**config.mk**
```make
export PLATFORM = sky130hd
export DESIGN_NAME = fimg_check
export DESIGN_NICKNAME = d
export VERILOG_FILES = /design/src/rtl/fimg_pkg.sv /design/src/rtl/fimg_crc16.sv /design/src/rtl/fimg_stream.sv /design/src/rtl/fimg_check.sv
export SDC_FILE = /design/constraint.sdc
export NUM_CORES = 1
export LEC_CHECK = 0
export BUFFER_PORTS_ARGS = -buffer_cell sky130_fd_sc_hd__buf_2
export CORE_AREA = 2 2 235 410
export DETAILED_ROUTE_END_ITERATION = 10
export DIE_AREA = 0 0 237 412
export SLEW_MARGIN = 20
export SYNTH_ARGS = -nofsm -noshare
export SYNTH_HDL_FRONTEND = slang
export SYNTH_SLANG_ARGS = --single-unit
export TNS_END_PERCENT = 100
```
**constraint.sdc**
```tcl
create_clock -name clk -period 7.5 [get_ports clk]
set_input_delay 1.5 -clock clk [delete_from_list [all_inputs] [get_ports clk]]
set_output_delay 1.5 -clock clk [all_outputs]
set_load 0.02 [all_outputs]
```
**src/rtl/fimg_pkg.sv**
```systemverilog
package fimg_pkg;

    typedef enum logic [2:0] {
        FE_NONE    = 3'd0,
        FE_CRC     = 3'd1,
        FE_HDR     = 3'd2,
        FE_ALIGN   = 3'd3,
        FE_RANGE   = 3'd4,
        FE_VERSION = 3'd5
    } fimg_err_e;

    typedef enum logic [3:0] {
        ST_IDLE,
        ST_BODY,
        ST_TAIL,
        ST_PRIM,
        ST_FIELD,
        ST_JUDGE,
        ST_VER,
        ST_FIN
    } fimg_state_e;

    localparam logic [15:0] CRC_POLY = 16'h1021;
    localparam int FIELD_BYTES = 3;
    localparam int HDR_BYTES   = 16;
    localparam int HDR_PAD     = 4;

    function automatic logic [15:0] crc16_step(input logic [15:0] c, input logic [7:0] b);
        logic [15:0] r;
        r = c ^ {b, 8'h00};
        for (int i = 0; i < 8; i++) begin
            r = r[15] ? ((r << 1) ^ CRC_POLY) : (r << 1);
        end
        return r;
    endfunction

endpackage

```
**src/rtl/fimg_crc16.sv**
```systemverilog
module fimg_crc16
    import fimg_pkg::*;
(
    input  logic        clk,
    input  logic        rst,
    input  logic        clr,
    input  logic        en,
    input  logic [7:0]  din,
    output logic [15:0] crc
);

    always_ff @(posedge clk) begin
        if (rst || clr) begin
            crc <= 16'h0000;
        end else if (en) begin
            crc <= crc16_step(crc, din);
        end
    end

    // a clear always restarts the checksum from zero
    a_r1_clear_zero: assert property (@(posedge clk) disable iff (rst)
        clr |=> (crc == 16'h0000));

endmodule

```
**src/rtl/fimg_stream.sv**
```systemverilog
module fimg_stream #(
    parameter int AW = 32
) (
    input  logic          clk,
    input  logic          rst,
    input  logic          go,
    input  logic [AW-1:0] base,
    input  logic [AW-1:0] count,
    output logic          rd_en,
    output logic [AW-1:0] rd_addr,
    input  logic [7:0]    rd_data,
    output logic          byte_vld,
    output logic [7:0]    byte_out,
    output logic [23:0]   value,
    output logic          done
);

    localparam int VB = 24 / 8;

    logic          busy;
    logic          pend;
    logic [AW-1:0] addr;
    logic [AW-1:0] left;
    logic [1:0]    idx;

    assign rd_en    = busy && (left != '0);
    assign rd_addr  = addr;
    assign done     = busy && (left == '0) && !pend;
    assign byte_vld = pend;
    assign byte_out = rd_data;

    always_ff @(posedge clk) begin
        if (rst) begin
            busy  <= 1'b0;
            pend  <= 1'b0;
            addr  <= '0;
            left  <= '0;
            idx   <= '0;
            value <= '0;
        end else begin
            pend <= rd_en;
            if (go) begin
                busy  <= 1'b1;
                addr  <= base;
                left  <= count;
                idx   <= '0;
                value <= '0;
            end else begin
                if (rd_en) begin
                    addr <= addr + 1'b1;
                    left <= left - 1'b1;
                end
                if (pend && (int'(idx) < VB)) begin
                    value[idx*8 +: 8] <= rd_data;
                    idx <= idx + 1'b1;
                end
                if (done) begin
                    busy <= 1'b0;
                end
            end
        end
    end

    // the controller only launches a fetch when the streamer is idle
    a_r9_go_when_idle: assert property (@(posedge clk) disable iff (rst)
        go |-> !busy);

    // a returned byte always belongs to a request of the previous cycle
    a_r10_data_after_req: assert property (@(posedge clk) disable iff (rst)
        byte_vld |-> $past(rd_en));

endmodule

```
**src/rtl/fimg_check.sv**
```systemverilog
module fimg_check
    import fimg_pkg::*;
#(
    parameter int          AW         = 32,
    parameter int          PRIM_LOC   = 8,
    parameter int          PRIM_SHIFT = 12,
    parameter int          HDR_DISP   = 'h300,
    parameter int          VER_DISP   = 'h200,
    parameter int          VER_LEN    = 64
) (
    input  logic          clk,
    input  logic          rst,
    input  logic          start,
    input  logic [AW-1:0] img_size,
    output logic          rd_en,
    output logic [AW-1:0] rd_addr,
    input  logic [7:0]    rd_data,
    output logic          done,
    output logic          valid,
    output logic [2:0]    err_code,
    output logic [AW-1:0] instr_off,
    output logic [23:0]   instr_size,
    output logic [AW-1:0] data_off,
    output logic [23:0]   data_size
);

    localparam int XW = AW + 2;

    function automatic logic fits(input logic [XW-1:0] off, input logic [XW-1:0] len,
                                  input logic [AW-1:0] sz);
        return (off + len) <= XW'(sz);
    endfunction

    fimg_state_e   st;
    fimg_err_e     code_q;
    logic [AW-1:0] size_q;
    logic [XW-1:0] prim;
    logic [23:0]   fld [4];
    logic [1:0]    fidx;

    logic          s_go;
    logic [AW-1:0] s_base;
    logic [AW-1:0] s_cnt;
    logic          s_vld;
    logic [7:0]    s_byte;
    logic [23:0]   s_val;
    logic          s_done;

    logic          crc_clr;
    logic [15:0]   crc;

    logic [XW-1:0] i_abs;
    logic [XW-1:0] d_abs;
    logic [XW-1:0] v_abs;
    logic [XW-1:0] prim_new;
    logic [XW-1:0] hdr_at;

    assign i_abs    = prim + XW'(fld[0]);
    assign d_abs    = prim + XW'(fld[2]);
    assign v_abs    = d_abs + XW'(VER_DISP);
    assign prim_new = XW'(s_val[15:0]) << PRIM_SHIFT;
    assign hdr_at   = prim_new + XW'(HDR_DISP);

    assign instr_off  = i_abs[AW-1:0];
    assign data_off   = d_abs[AW-1:0];
    assign instr_size = fld[1];
    assign data_size  = fld[3];

    fimg_stream #(.AW(AW)) u_stream (
        .clk      (clk),
        .rst      (rst),
        .go       (s_go),
        .base     (s_base),
        .count    (s_cnt),
        .rd_en    (rd_en),
        .rd_addr  (rd_addr),
        .rd_data  (rd_data),
        .byte_vld (s_vld),
        .byte_out (s_byte),
        .value    (s_val),
        .done     (s_done)
    );

    fimg_crc16 u_crc (
        .clk (clk),
        .rst (rst),
        .clr (crc_clr),
        .en  (s_vld && (st == ST_BODY)),
        .din (s_byte),
        .crc (crc)
    );

    always_ff @(posedge clk) begin
        if (rst) begin
            st       <= ST_IDLE;
            code_q   <= FE_NONE;
            size_q   <= '0;
            prim     <= '0;
            fidx     <= '0;
            s_go     <= 1'b0;
            s_base   <= '0;
            s_cnt    <= '0;
            crc_clr  <= 1'b0;
            done     <= 1'b0;
            valid    <= 1'b0;
            err_code <= FE_NONE;
            for (int k = 0; k < 4; k++) fld[k] <= '0;
        end else begin
            s_go    <= 1'b0;
            crc_clr <= 1'b0;
            unique case (st)
                ST_IDLE: begin
                    if (start) begin
                        done     <= 1'b0;
                        valid    <= 1'b0;
                        err_code <= FE_NONE;
                        size_q   <= img_size;
                        prim     <= '0;
                        for (int k = 0; k < 4; k++) fld[k] <= '0;
                        if (img_size < AW'(2)) begin
                            code_q <= FE_CRC;
                            st     <= ST_FIN;
                        end else begin
                            crc_clr <= 1'b1;
                            s_go    <= 1'b1;
                            s_base  <= '0;
                            s_cnt   <= img_size - AW'(2);
                            st      <= ST_BODY;
                        end
                    end
                end
                ST_BODY: begin
                    if (s_done) begin
                        s_go   <= 1'b1;
                        s_base <= size_q - AW'(2);
                        s_cnt  <= AW'(2);
                        st     <= ST_TAIL;
                    end
                end
                ST_TAIL: begin
                    if (s_done) begin
                        if ({s_val[7:0], s_val[15:8]} != crc) begin
                            code_q <= FE_CRC;
                            st     <= ST_FIN;
                        end else if (!fits(XW'(PRIM_LOC), XW'(2), size_q)) begin
                            code_q <= FE_HDR;
                            st     <= ST_FIN;
                        end else begin
                            s_go   <= 1'b1;
                            s_base <= AW'(PRIM_LOC);
                            s_cnt  <= AW'(2);
                            st     <= ST_PRIM;
                        end
                    end
                end
                ST_PRIM: begin
                    if (s_done) begin
                        prim <= prim_new;
                        if (!fits(hdr_at, XW'(HDR_BYTES), size_q)) begin
                            code_q <= FE_HDR;
                            st     <= ST_FIN;
                        end else begin
                            fidx   <= '0;
                            s_go   <= 1'b1;
                            s_base <= AW'(hdr_at + XW'(HDR_PAD));
                            s_cnt  <= AW'(FIELD_BYTES);
                            st     <= ST_FIELD;
                        end
                    end
                end
                ST_FIELD: begin
                    if (s_done) begin
                        fld[fidx] <= s_val;
                        if (fidx == 2'd3) begin
                            st <= ST_JUDGE;
                        end else begin
                            fidx   <= fidx + 1'b1;
                            s_go   <= 1'b1;
                            s_base <= s_base + AW'(FIELD_BYTES);
                        end
                    end
                end
                ST_JUDGE: begin
                    st <= ST_FIN;
                    if (fld[1][1:0] != 2'b00) begin
                        code_q <= FE_ALIGN;
                    end else if (!fits(i_abs, XW'(fld[1]), size_q)) begin
                        code_q <= FE_RANGE;
                    end else if (fld[3][1:0] != 2'b00) begin
                        code_q <= FE_ALIGN;
                    end else if (!fits(d_abs, XW'(fld[3]), size_q)) begin
                        code_q <= FE_RANGE;
                    end else if (!fits(v_abs, XW'(VER_LEN), size_q)) begin
                        code_q <= FE_VERSION;
                    end else begin
                        s_go   <= 1'b1;
                        s_base <= AW'(v_abs);
                        s_cnt  <= AW'(1);
                        st     <= ST_VER;
                    end
                end
                ST_VER: begin
                    if (s_done) begin
                        code_q <= (s_val[7:0] == 8'h00) ? FE_VERSION : FE_NONE;
                        st     <= ST_FIN;
                    end
                end
                ST_FIN: begin
                    done     <= 1'b1;
                    valid    <= (code_q == FE_NONE);
                    err_code <= code_q;
                    st       <= ST_IDLE;
                end
                default: st <= ST_IDLE;
            endcase
        end
    end

    // every byte request stays inside the image latched at start
    a_r10_read_inside: assert property (@(posedge clk) disable iff (rst)
        rd_en |-> (rd_addr < size_q));

    // results hold while no new start arrives
    a_r9_result_hold: assert property (@(posedge clk) disable iff (rst)
        (done && !start) |=> (done && $stable(err_code) && $stable(valid)));

    // a passing result always carries code zero
    a_r9_valid_means_ok: assert property (@(posedge clk) disable iff (rst)
        valid |-> (done && (err_code == FE_NONE)));

    // no read activity while a result is being presented
    a_r11_quiet_when_done: assert property (@(posedge clk) disable iff (rst)
        done |-> !rd_en);

endmodule

```
## After elaboration in Yosys (flattened, before gate mapping)

Memory sizes are Yosys's and may differ from the RTL's.
Index checks and enable logic that the tools add are counted.

| storage, ports and cells | value |
|---|---|
| register bits after elaboration | 254 |
| latch bits | 0 |
| memory bits (writable) | 96 |
| bits in read-only memories | 0 |
| input bits | 43 |
| output and inout port bits | 150 |
| memories kept | 1 |

| operators by class | value |
|---|---|
| add/subtract/negate cells | 17 |
| multiply operators | 0 |
| div/mod/pow operators | 0 |
| order comparisons | 7 |
| equality and inequality tests | 30 |
| shifts and indexed selects | 2 |
| mux-type cells | 122 |
| bitwise gates (word level) | 14 |
| reduce and logical (&&, ||, !) cells | 33 |

Memories:

| name | words | bits a word | rd ports | clocked after Yosys merged registers in | wr ports | RTL line | RTL |
|---|---|---|---|---|---|---|---|
| fld | 4 | 24 | 4 | 0 | 4 | fimg_check.sv:38 | `logic [23:0] fld [4];` |

Operators by type and width:

| operator | number |
|---|---|
| $mux 32 | 32 |
| $pmux 32 s6 | 1 |
| $pmux 32 s5 | 1 |
| $add 34x24->34 | 4 |
| $mux 24 | 5 |
| $mux 13 | 8 |
| $le 34x32->1 | 3 |
| $mux 34 | 2 |
| $pmux 34 s2 | 1 |
| $sub 32x2->32 const B | 2 |
| $mux 3 | 18 |
| $ne 2x2->1 const B | 19 |
| $add 34x10->34 const B | 1 |
| $add 34x7->34 const B | 1 |
| $neg 5->34 | 1 |
| $shift 8x34->24 const A | 1 |
| $shiftx 8x34->24 | 1 |
| $mux 1 | 33 |
| $add 32x1->32 const B | 1 |
| $add 32x2->32 const B | 1 |
| $le 30x32->1 | 1 |
| $le 4x32->1 const A | 1 |
| $logic_not 32->1 | 1 |
| $lt 32x2->1 const B | 1 |
| other kinds (45) | 85 |

## Depth between registers and ports, before layout

Gate-level depths: netlist (run 1).

| logic depth | value |
|---|---|
| word-level depth | 17 |
| mapped depth | 30 |

## Cells and area by module

From an unflattened synthesis (run 1), not the netlist that was laid out.

| unflattened totals | value |
|---|---|
| cell total of the unflattened synthesis | 2892 |
| area total of the unflattened synthesis | 24348.4 um2 |

Modules (own cells, without submodules):

| module | instances | cells an instance | area each (um2) | seq. area each (um2) |
|---|---|---|---|---|
| fimg_check | 1 | 2209 | 18303.8 | 5425.2 |
| fimg_stream | 1 | 603 | 5087.4 | 1841.8 |
| fimg_crc16 | 1 | 80 | 957.2 | 320.3 |

## Worst setup path before layout (run 1)

Ideal clock, no wire load.

| timing | value |
|---|---|
| path kind | flip-flop to flip-flop |
| from | register prim[12] |
| to | register s_cnt[12] |
| data arrival time | 6.052 ns |
| required time | 7.432 ns |
| slack | 1.381 ns |
| cell stages (with the launch flop) | 27 |
| path buffers | 2 |
| cell sequence | dfxtp_1 > ha_1 > inv_1 > fa_1 > xnor2_2 > and3_1 > nand2_1 > nor4_2 > nand2_1 > or4b_1 > o211a_1 > nor4b_2 > nand3_1 > xnor2_1 > ha_1 > a21o_1 > a21o_1 > a21o_1 > a21oi_1 > a2bb2oi_1 > a21oi_1 > a211oi_2 > o211ai_4 > or3_1 > buf_2 > buf_6 > o2bb2ai_2 |

| between the ends | value |
|---|---|
| cells in the longest elaborated chain, start to end | 6 |

RTL lines:

| element | RTL line | RTL |
|---|---|---|
| from (decl) | fimg_check.sv:37 | `logic [XW-1:0] prim;` |
| from (signal assigned) | fimg_check.sv:158 | `prim <= prim_new;` |
| $add 34x24->34 * | fimg_check.sv:59 | `assign d_abs = prim + XW'(fld[2]);` |
| net data_off[14] | fimg_check.sv:23 | `output logic [AW-1:0] data_off,` |
| $add 34x10->34 | fimg_check.sv:60 | `assign v_abs = d_abs + XW'(VER_DISP);` |
| $add 34x7->34 | fimg_check.sv:31 | `return (off + len) <= XW'(sz);` |
| $le 34x32->1 | fimg_check.sv:31 |  |
| $ne 2x2->1 (no line) | -- |  |
| $reduce_and 14->1 (no line) * | -- |  |
| to (signal assigned) | fimg_check.sv:127 | `s_cnt <= img_size - AW'(2);` |
| to (signal assigned) | fimg_check.sv:166 | `s_cnt <= AW'(FIELD_BYTES);` |
| to (decl) | fimg_check.sv:43 | `logic [AW-1:0] s_cnt;` |

The timed path passes the listed nets; every way through them passes the cells marked *.
A chain may end at the register's enable or synchronous reset.

==> flow_metrics.env, run 1 <==
export IMPL_outcome="complete, no violations"
export IMPL_gr_usage_met3_pct=3.71
export IMPL_synth_distinct_cells=98
export IMPL_yosysSeqAreaShare_pct=32.5
export IMPL_yosysTopAreaCellShare_pct=20.1
export IMPL_grtUsageMet1_pct=19.0
export IMPL_worstHoldPathType="flop to flop"
export IMPL_numCtsBuffers=31
export IMPL_syn_area_per_cell_um2=8.49
export IMPL_grt_overflow=0
export IMPL_cp_max_fo=25
export IMPL_end_kind="flop"
export IMPL_slowest_delay_ps=660
export IMPL_grt_setup_unrepaired="no"
export IMPL_power_density_mw_per_mm2=258
export IMPL_grt_first_pass_wirelength_mm=131
export IMPL_avgRoutedWirePerCell_um=21.7
export IMPL_use_met2_pct=31.6
export IMPL_synth_async_reset_ratio_pct=0
export IMPL_io_pins=193
export IMPL_layout_nets=3105
export IMPL_die_y_um=412
export IMPL_drt_iter0_markers=1368
export IMPL_synth_compound_area_share_pct=18.4
export IMPL_cts_buffer_depth=3
export IMPL_grt_pass1_vias=21076
export IMPL_setup_viol=0
export IMPL_cts_htree_levels=1
export IMPL_regToRegSetupSlack_ps=430
export IMPL_drc=0
export IMPL_io_buffers=186
export IMPL_synth_top_family_by_area="simple AND/OR/NAND/NOR gates"
export IMPL_path_cells="ha_1, o21ai_1, o21ai_1, a21oi_1, xnor2_1, o211ai_2, nor4_2, xnor2_1, nor4b_2, nand3_1, xnor2_1, ha_1, a21o_1, a21o_1, a21o_1, a21oi_1, a2bb2oi_1, a21oi_1, a211oi_2, o211ai_4, or3_1, buf_4, o2bb2ai_2"
export IMPL_worstMarginPinSlew_ps=1130
export IMPL_drt_wl_total_mm=89.0
export IMPL_min_period_over_period_pct=94.2
export IMPL_cp_slowest_cell="xnor2_1"
export IMPL_p_total_w=0.00681
export IMPL_die_area_mm2=0.0976
export IMPL_clock_sinks=331
export IMPL_tritoncts="built"
export IMPL_synth_edf_count=96
export IMPL_finalHoldViolCount=0
export IMPL_slew_headroom_pct=24.7
export IMPL_synthSimpleGateAreaFrac_pct=22.4
export IMPL_mappedNetlistArea_mm2=0.0234
export IMPL_grt_max_degree=87
export IMPL_cp_arrival_ps=7600
export IMPL_vias=21339
export IMPL_ys_top_cells_by_area="dfxtp_1 20%, edfxtp_1 12%, ha_1 10%"
export IMPL_die_w_um=237
export IMPL_clock_latency_ps=610
export IMPL_ff_latch_area_mm2=0.00759
export IMPL_cp_required_ps=8030
export IMPL_start_util_pct=24.8
export IMPL_synth_mux_area_share_pct=0.771
export IMPL_multi_input_area_mm2=0.0147
export IMPL_pre_cts_slack_ps=487
export IMPL_core_area_mm2=0.0941
export IMPL_fin_crit_ps=7070
export IMPL_worst_setup_path_type="flop to flop"
export IMPL_ir_worst_vdd_mv=0.149
export IMPL_leakage_nw=11.0
export IMPL_cp_start_kind="flop"
export IMPL_worst_slack_ps=433
export IMPL_maxSlewViolCount=0
export IMPL_synth_fa_ha_area_share_pct=10.8
export IMPL_area_growth_pct=13.1
export IMPL_vias_per_cell=5.20
export IMPL_whs_path_depth=2
export IMPL_top_usage_layer="met2"
export IMPL_max_freq_ghz=0.142
export IMPL_fin_tns_setup_ps=0
export IMPL_hpwlAfterDp_mm=69.9
export IMPL_grt_use_total_pct=17.7
export IMPL_clockRootBuffer="clkbuf_16"
export IMPL_synth_seq_cells=331
export IMPL_clock_skew_ps=15.9
export IMPL_netlist_instances=2752
export IMPL_reg2reg_depth=23
export IMPL_drt_pass1_iter_count=7
export IMPL_synth_most_common_cell="nor2_1"
export IMPL_gp_congestion=0.986
export IMPL_clk_pin_slew_worst_paths_ps=80
export IMPL_max_cap_viol_count=0
export IMPL_synth_common_cells="275 x nor2_1, 253 x nand2_1, 238 x a21oi_1"
export IMPL_synth_xor_area_share_pct=10.3
export IMPL_layout_drive_gt1_share_pct=12.3
export IMPL_yosys_area_top_type="dfxtp_1"
export IMPL_nFillCells=9974
export IMPL_ys_flop_type="dfxtp_1"
export IMPL_antenna_found_initial=18
export IMPL_hold_buffers=0
export IMPL_rows=149
export IMPL_yosysWarnings=0
export IMPL_ant_nets=0
logic make-up (layout without fill, tap and decap cells):
logic type	after synthesis	in the layout
flip-flops	331	331
AND/OR/NAND/NOR	1031	1031
XOR/XNOR	275	275
adder cells (fa/ha/maj)	200	200
multiplexers	18	18
AO/OA/AOI/OAI	641	641
buffers and inverters	255	379
other	1	18
power breakdown:
group	switching [W]	leakage (nW)	internal [W]	total (W)
combinational	0.00172	7.59	0.00103	0.00275
sequential	0.000356	2.96	0.00212	0.00247
clock	0.000749	0.479	0.000837	0.00159
total	0.00282	11.0	0.00398	0.00681
layout make-up:
cell class	instances	area share, %
diodes	8	0.0758
clock buffers	40	3.22
clock inverters	16	0.445
inverters	95	1.35
multi-input cells	2175	55.7
flip-flops and latches	331	28.7
well taps	1208	5.72
repair buffers	228	4.77
through the flow:
step	cell area (µm²)	hold slack [ps]	util [%]	instances
6_report	26400	463	28.1	4101
3_3_place_gp	25400	446	27.0	4037
5_1_grt	26400	484	28.1	4099
2_1_floorplan	23400	428	-	2761
4_1_cts	26400	466	28.0	4093
3_5_place_dp	25400	450	27.0	4037
cells in the final DEF (no fill, tap or decap), drive strengths merged, types with 56 or more instances in the layout:
cell type / n
xnor2: 186
and3: 121
nand4: 56
edfxtp: 96
o21ai: 91
nand2: 254
dfxtp: 235
nand3: 73
inv: 98
ha: 196
a21oi: 238
buf: 228
a21o: 74
nor2: 276
nor3: 70
xor2: 89
path summary, 6_finish.rpt:
path	start	end
worst max-delay path	fld[2][14]	s_cnt[13]
worst min register to register	s_cnt[0]	s_cnt[0]
worst max register to register	fld[2][14]	s_cnt[13]
worst min-delay path	s_cnt[0]	s_cnt[0]
flip-flops by register name (all words and copies together) (netlist names), 2 cells and up:
| signal | count |
|---|---|
| code_q | 3 |
| err_code | 3 |
| u_stream.left | 32 |
| s_cnt | 32 |
| st | 3 |
| fld | 96 |
| fidx | 2 |
| u_stream.value | 24 |
| u_stream.rd_addr | 32 |
| size_q | 32 |
| u_stream.idx | 2 |
| prim | 16 |
| s_base | 32 |
| u_crc.crc | 16 |
critical path: cells and delay by family, from the launching register on:
| family | cells | cell delay [ps] |
|---|---|---|
| xor+xnor | 3 | 1060 |
| simple gates | 4 | 1440 |
| compound gates | 13 | 3110 |
| buf+inv | 1 | 270 |
| flops | 1 | 380 |
| fa+ha+maj | 2 | 710 |
layer usage:
| layer | wire length, µm | up-vias | share of wire, % |
|---|---|---|---|
| met5 | 123 | - | 0.14 |
| met4 | 5860 | 20 | 6.6 |
| met3 | 5610 | 255 | 6.3 |
| met2 | 43900 | 763 | 49 |
| met1 | 33600 | 10184 | 38 |
| li1 | - | 10117 | - |
timing repair:
action                                  CTS  global route
hold endpoints to repair                  0             0
endpoints found under the setup margin    0            24
gates resized for setup                   0             1
buffers inserted                          0             0
Power figures use the tool's default switching activity.
==> run 2: changes to the inputs <==
==> constraint.sdc (replaced) <==
create_clock -name clk -period 7.5 [get_ports clk]
set_input_delay 1.875 -clock clk [delete_from_list [all_inputs] [get_ports clk]]
set_output_delay 1.875 -clock clk [all_outputs]
set_load 0.02 [all_outputs]
==> flow_metrics.env, run 2 (synthesis gave the netlist of run 1 again) <==
export IMPL_outcome="complete, no violations"
export IMPL_cp_top_family="compound AO/OA/AOI/OAI gates"
export IMPL_area_growth_pct=13.8
export IMPL_clock_skew_ps=34.5
export IMPL_ff_latch_area_mm2=0.00759
export IMPL_layout_nets=3107
export IMPL_layout_common_cells="275 x nor2_1, 253 x nand2_1, 237 x a21oi_1"
export IMPL_avgRoutedWirePerCell_um=21.6
export IMPL_finalHoldViolCount=0
export IMPL_worst_setup_path_type="flop to flop"
export IMPL_final_common_cell="nor2_1"
export IMPL_multi_input_area_mm2=0.0147
export IMPL_clock_latency_ps=580
export IMPL_vias_per_cell=5.17
export IMPL_die_w_um=237
export IMPL_largest_register="fld"
export IMPL_gp_congestion=0.992
export IMPL_max_freq_ghz=0.142
export IMPL_clockRootBuffer="clkbuf_16"
export IMPL_largest_reg_flops=96
export IMPL_antenna_found_initial=18
export IMPL_grt_first_pass_wirelength_mm=131
export IMPL_ant_nets=0
export IMPL_cp_slowest_cell="o41ai_1"
export IMPL_drt_iter0_markers=1559
export IMPL_cts_buffer_depth=3
export IMPL_path_buf_inv=1
export IMPL_setup_viol=0
export IMPL_drt_pass1_iter_count=7
export IMPL_hpwlAfterDp_mm=70.2
export IMPL_grt_max_degree=87
export IMPL_clk_pin_slew_worst_paths_ps=70
export IMPL_grtUsageMet1_pct=18.9
export IMPL_die_y_um=412
export IMPL_worstMarginPinSlew_ps=1160
export IMPL_worstHoldPathType="flop to flop"
export IMPL_grt_overflow=0
export IMPL_use_met2_pct=31.7
export IMPL_cts_setup_buffers=0
export IMPL_tritoncts="built"
export IMPL_layout_drive_gt1_share_pct=12.5
export IMPL_top_usage_layer="met2"
export IMPL_leakage_nw=11.1
export IMPL_slew_headroom_pct=21.9
export IMPL_maxSlewViolCount=0
export IMPL_placed_area_mm2=0.0254
export IMPL_slowest_delay_ps=610
export IMPL_io_buffers=186
export IMPL_end_kind="flop"
export IMPL_cp_max_fo=25
export IMPL_post_cts_resized=0
export IMPL_numCtsBuffers=34
export IMPL_ir_worst_vdd_mv=0.137
export IMPL_crit_top_cell="a21oi_1"
export IMPL_grt_pass1_vias=20983
export IMPL_drt_wl_total_mm=88.7
export IMPL_clock_sinks=331
export IMPL_finish_utilization_pct=28.2
export IMPL_grt_use_total_pct=17.7
export IMPL_cp_start_kind="flop"
export IMPL_stdcell_area_mm2=0.0266
export IMPL_nFillCells=10030
export IMPL_cp_required_ps=8010
export IMPL_power_density_mw_per_mm2=263
export IMPL_cp_arrival_ps=7560
export IMPL_max_cap_viol_count=0
export IMPL_rows=149
export IMPL_io_pins=193
export IMPL_start_util_pct=24.8
export IMPL_fin_tns_setup_ps=0
export IMPL_grt_setup_unrepaired="no"
export IMPL_gr_usage_met3_pct=3.65
export IMPL_cts_htree_levels=2
export IMPL_core_area_mm2=0.0941
export IMPL_die_area_mm2=0.0976
export IMPL_min_period_over_period_pct=94.0
export IMPL_drc=0
export IMPL_hold_buffers=0
export IMPL_fin_crit_ps=7050
export IMPL_vias=21228
## run 2: routing by layer
metal  part of all wire, %  up-vias
met4                   7.2       20
met5                  0.13        -
li1                      -    10109
met1                    38    10077
met3                   6.2      269
met2                    49      753
## run 2: worst reg2reg max path: stages, from the launching register on
cell and delay [ps]:
dfxtp_1 430, ha_1 290, a211oi_2 310, nor2_1 180
nor2_1 520, ha_1 420, a21oi_1 160, o221ai_1 150
a21oi_1 170, o22ai_1 120, o41ai_1 610, a21oi_1 200
a21o_1 260, a21oi_1 150, a31oi_1 70, ha_1 320
a21o_1 190, a21o_1 180, a21oi_1 130, o21ai_0 180
a21oi_1 150, o21ai_0 160, a211oi_2 530, o211ai_4 260
or3_1 400, buf_4 270, o2bb2ai_1 200
## run 2: final cells by class
type,instances,share of cell area (%)
timing repair buffer,227,4.72
inverter,95,1.34
clock buffer,43,3.40
antenna,7,0.0659
clock inverter,19,0.894
tap,1208,5.69
multi-input combinational,2175,55.3
sequential,331,28.5
## run 2: power breakdown
part | switching [W] | internal (W)
registers | 0.000350 | 0.00212
clock network | 0.000805 | 0.000983
logic | 0.00171 | 0.00103
total | 0.00287 | 0.00413
## run 2: through the flow
stage	power, W	hold slack [ps]	std cells	worst slack, ps
CTS	0.00701	463	4098	528
global route	0.00739	484	4103	81.3
detailed placement	0.00522	448	4036	592
floorplan	0.00434	428	2761	1380
finish	0.00700	466	4105	453
global placement	0.00519	445	4036	602
## run 2: path summary, 6_finish.rpt
| check | slack, ps | end | depth (start not counted) | from |
|---|---|---|---|---|
| worst min-delay path | 470 | s_cnt[0] | 2 | s_cnt[0] |
| worst max register to register | 450 | s_cnt[6] | 26 | prim[13] |
| worst min register to register | 470 | s_cnt[0] | 2 | s_cnt[0] |
| worst max-delay path | 450 | s_cnt[6] | 26 | prim[13] |
==> run 3: changes to the inputs <==
Settings changed: PLACE_DENSITY_LB_ADDON from default to 0.2.
==> flow_metrics.env, run 3 (synthesis gave the netlist of run 1 again) <==
export IMPL_largest_reg_flops=96
export IMPL_tritoncts="built"
export IMPL_setup_viol=0
export IMPL_max_freq_ghz=0.142
export IMPL_hold_ws_ps=456
export IMPL_worstMarginPinSlew_ps=1150
export IMPL_reg2reg_depth=26
export IMPL_cp_max_fo=24
export IMPL_finish_utilization_pct=28.5
export IMPL_drt_wl_total_mm=96.6
export IMPL_startpoint="prim[12]"
export IMPL_regToRegSetupSlack_ps=470
export IMPL_io_buffers=186
export IMPL_rows=149
export IMPL_cts_buffer_depth=3
export IMPL_ant_nets=0
export IMPL_clk_pin_slew_worst_paths_ps=60
export IMPL_min_period_over_period_pct=93.8
export IMPL_drc=0
export IMPL_p_total_w=0.00722
export IMPL_worst_setup_path_type="flop to flop"
export IMPL_gp_congestion=0.883
export IMPL_grt_setup_unrepaired="no"
export IMPL_power_density_mw_per_mm2=270
export IMPL_clock_skew_ps=13.3
export IMPL_finalHoldViolCount=0
export IMPL_layout_nets=3126
export IMPL_numCtsBuffers=38
export IMPL_drt_iter0_markers=1191
export IMPL_timing_rr_start="prim[12]"
export IMPL_cp_arrival_ps=7540
export IMPL_slowest_delay_ps=550
export IMPL_cts_htree_levels=2
export IMPL_layout_common_cells="275 x nor2_1, 253 x nand2_1, 237 x a21oi_1"
export IMPL_ir_worst_vdd_mv=0.153
export IMPL_io_pins=193
export IMPL_crit_end="s_cnt[7]"
export IMPL_vias=21044
export IMPL_drt_pass1_iter_count=5
export IMPL_fin_crit_ps=7030
export IMPL_hold_buffers=0
export IMPL_cp_start_kind="flop"
export IMPL_start_util_pct=24.8
export IMPL_post_cts_resized=0
export IMPL_slew_headroom_pct=23.1
export IMPL_place_inst=4051
export IMPL_worstHoldPathType="flop to flop"
export IMPL_path_depth=26
export IMPL_final_common_cell="nor2_1"
export IMPL_end_kind="flop"
export IMPL_cts_setup_buffers=0
export IMPL_crit_top_cell="a21o_1"
export IMPL_grt_first_pass_wirelength_mm=142
export IMPL_maxSlewViolCount=0
export IMPL_clock_latency_ps=580
export IMPL_clock_sinks=331
export IMPL_grt_max_degree=75
export IMPL_grt_use_total_pct=19.5
export IMPL_cp_required_ps=8010
export IMPL_die_w_um=237
export IMPL_hpwlAfterDp_mm=75.1
export IMPL_fin_cells=4122
export IMPL_cp_top_family="compound AO/OA/AOI/OAI gates"
export IMPL_layout_drive_gt1_share_pct=13.2
export IMPL_avgRoutedWirePerCell_um=23.4
export IMPL_outcome="complete, no violations"
export IMPL_core_area_mm2=0.0941
export IMPL_r2r_end="s_cnt[7]"
export IMPL_leakage_nw=11.2
export IMPL_die_y_um=412
export IMPL_largest_register="fld"
export IMPL_antenna_found_initial=2
export IMPL_whs_path_depth=2
export IMPL_cp_slowest_cell="or4b_1"
export IMPL_area_growth_pct=14.6
export IMPL_max_cap_viol_count=0
export IMPL_vias_per_cell=5.11
export IMPL_grt_pass1_vias=21294
export IMPL_die_area_mm2=0.0976
export IMPL_path_buf_inv=4
export IMPL_grt_overflow=0
export IMPL_fin_tns_setup_ps=0
export IMPL_clockRootBuffer="clkbuf_16"
## run 3: area by class of cell
cell class | instances | area [µm²]
diodes | 3 | 7.51
clock buffers | 54 | 1080
clock inverters | 14 | 150
fillers | 10128 | 67400
inverters | 95 | 357
multi-input cells | 2175 | 14700
flip-flops and latches | 331 | 7590
well taps | 1208 | 1510
repair buffers | 242 | 1370
## run 3: worst min-delay path, delay by kind of cell, from the launching register on
family | cells | cell delay (ps)
flip-flops | 1 | 310
AND/OR/NAND/NOR | 1 | 50
AO/OA/AOI/OAI | 1 | 50
## run 3: power breakdown
group	switching [W]	internal, W
Sequential	0.000335	0.00212
Combinational	0.00182	0.00103
Clock	0.000830	0.00108
## run 3: layer usage
metal / GRT usage [%] / up-vias / wire length [µm]
met4: 9.45 / 0 / 5090
li1: - / 10168 / -
met5: 0 / - / 0
met2: 36.9 / 524 / 50400
met3: 2.13 / 183 / 2980
met1: 21.4 / 10169 / 38100
## run 3: worst min path at each step
stage / start / slack, ps / end
3_3_place_gp: s_cnt[31] / 440 / s_cnt[31]
2_1_floorplan: s_cnt[17] / 430 / s_cnt[17]
5_1_grt: s_cnt[2] / 480 / s_cnt[2]
3_5_place_dp: s_cnt[20] / 450 / s_cnt[20]
6_report: s_cnt[31] / 460 / s_cnt[31]
4_1_cts: s_cnt[31] / 460 / s_cnt[31]
## run 3: per-stage QoR
stage,worst slack [ps],cell area (µm²)
after floorplan,1380,23400
after global placement,616,25500
after detailed placement,552,25500
after CTS,500,26800
after global routing,2.50,26800
final,468,26800
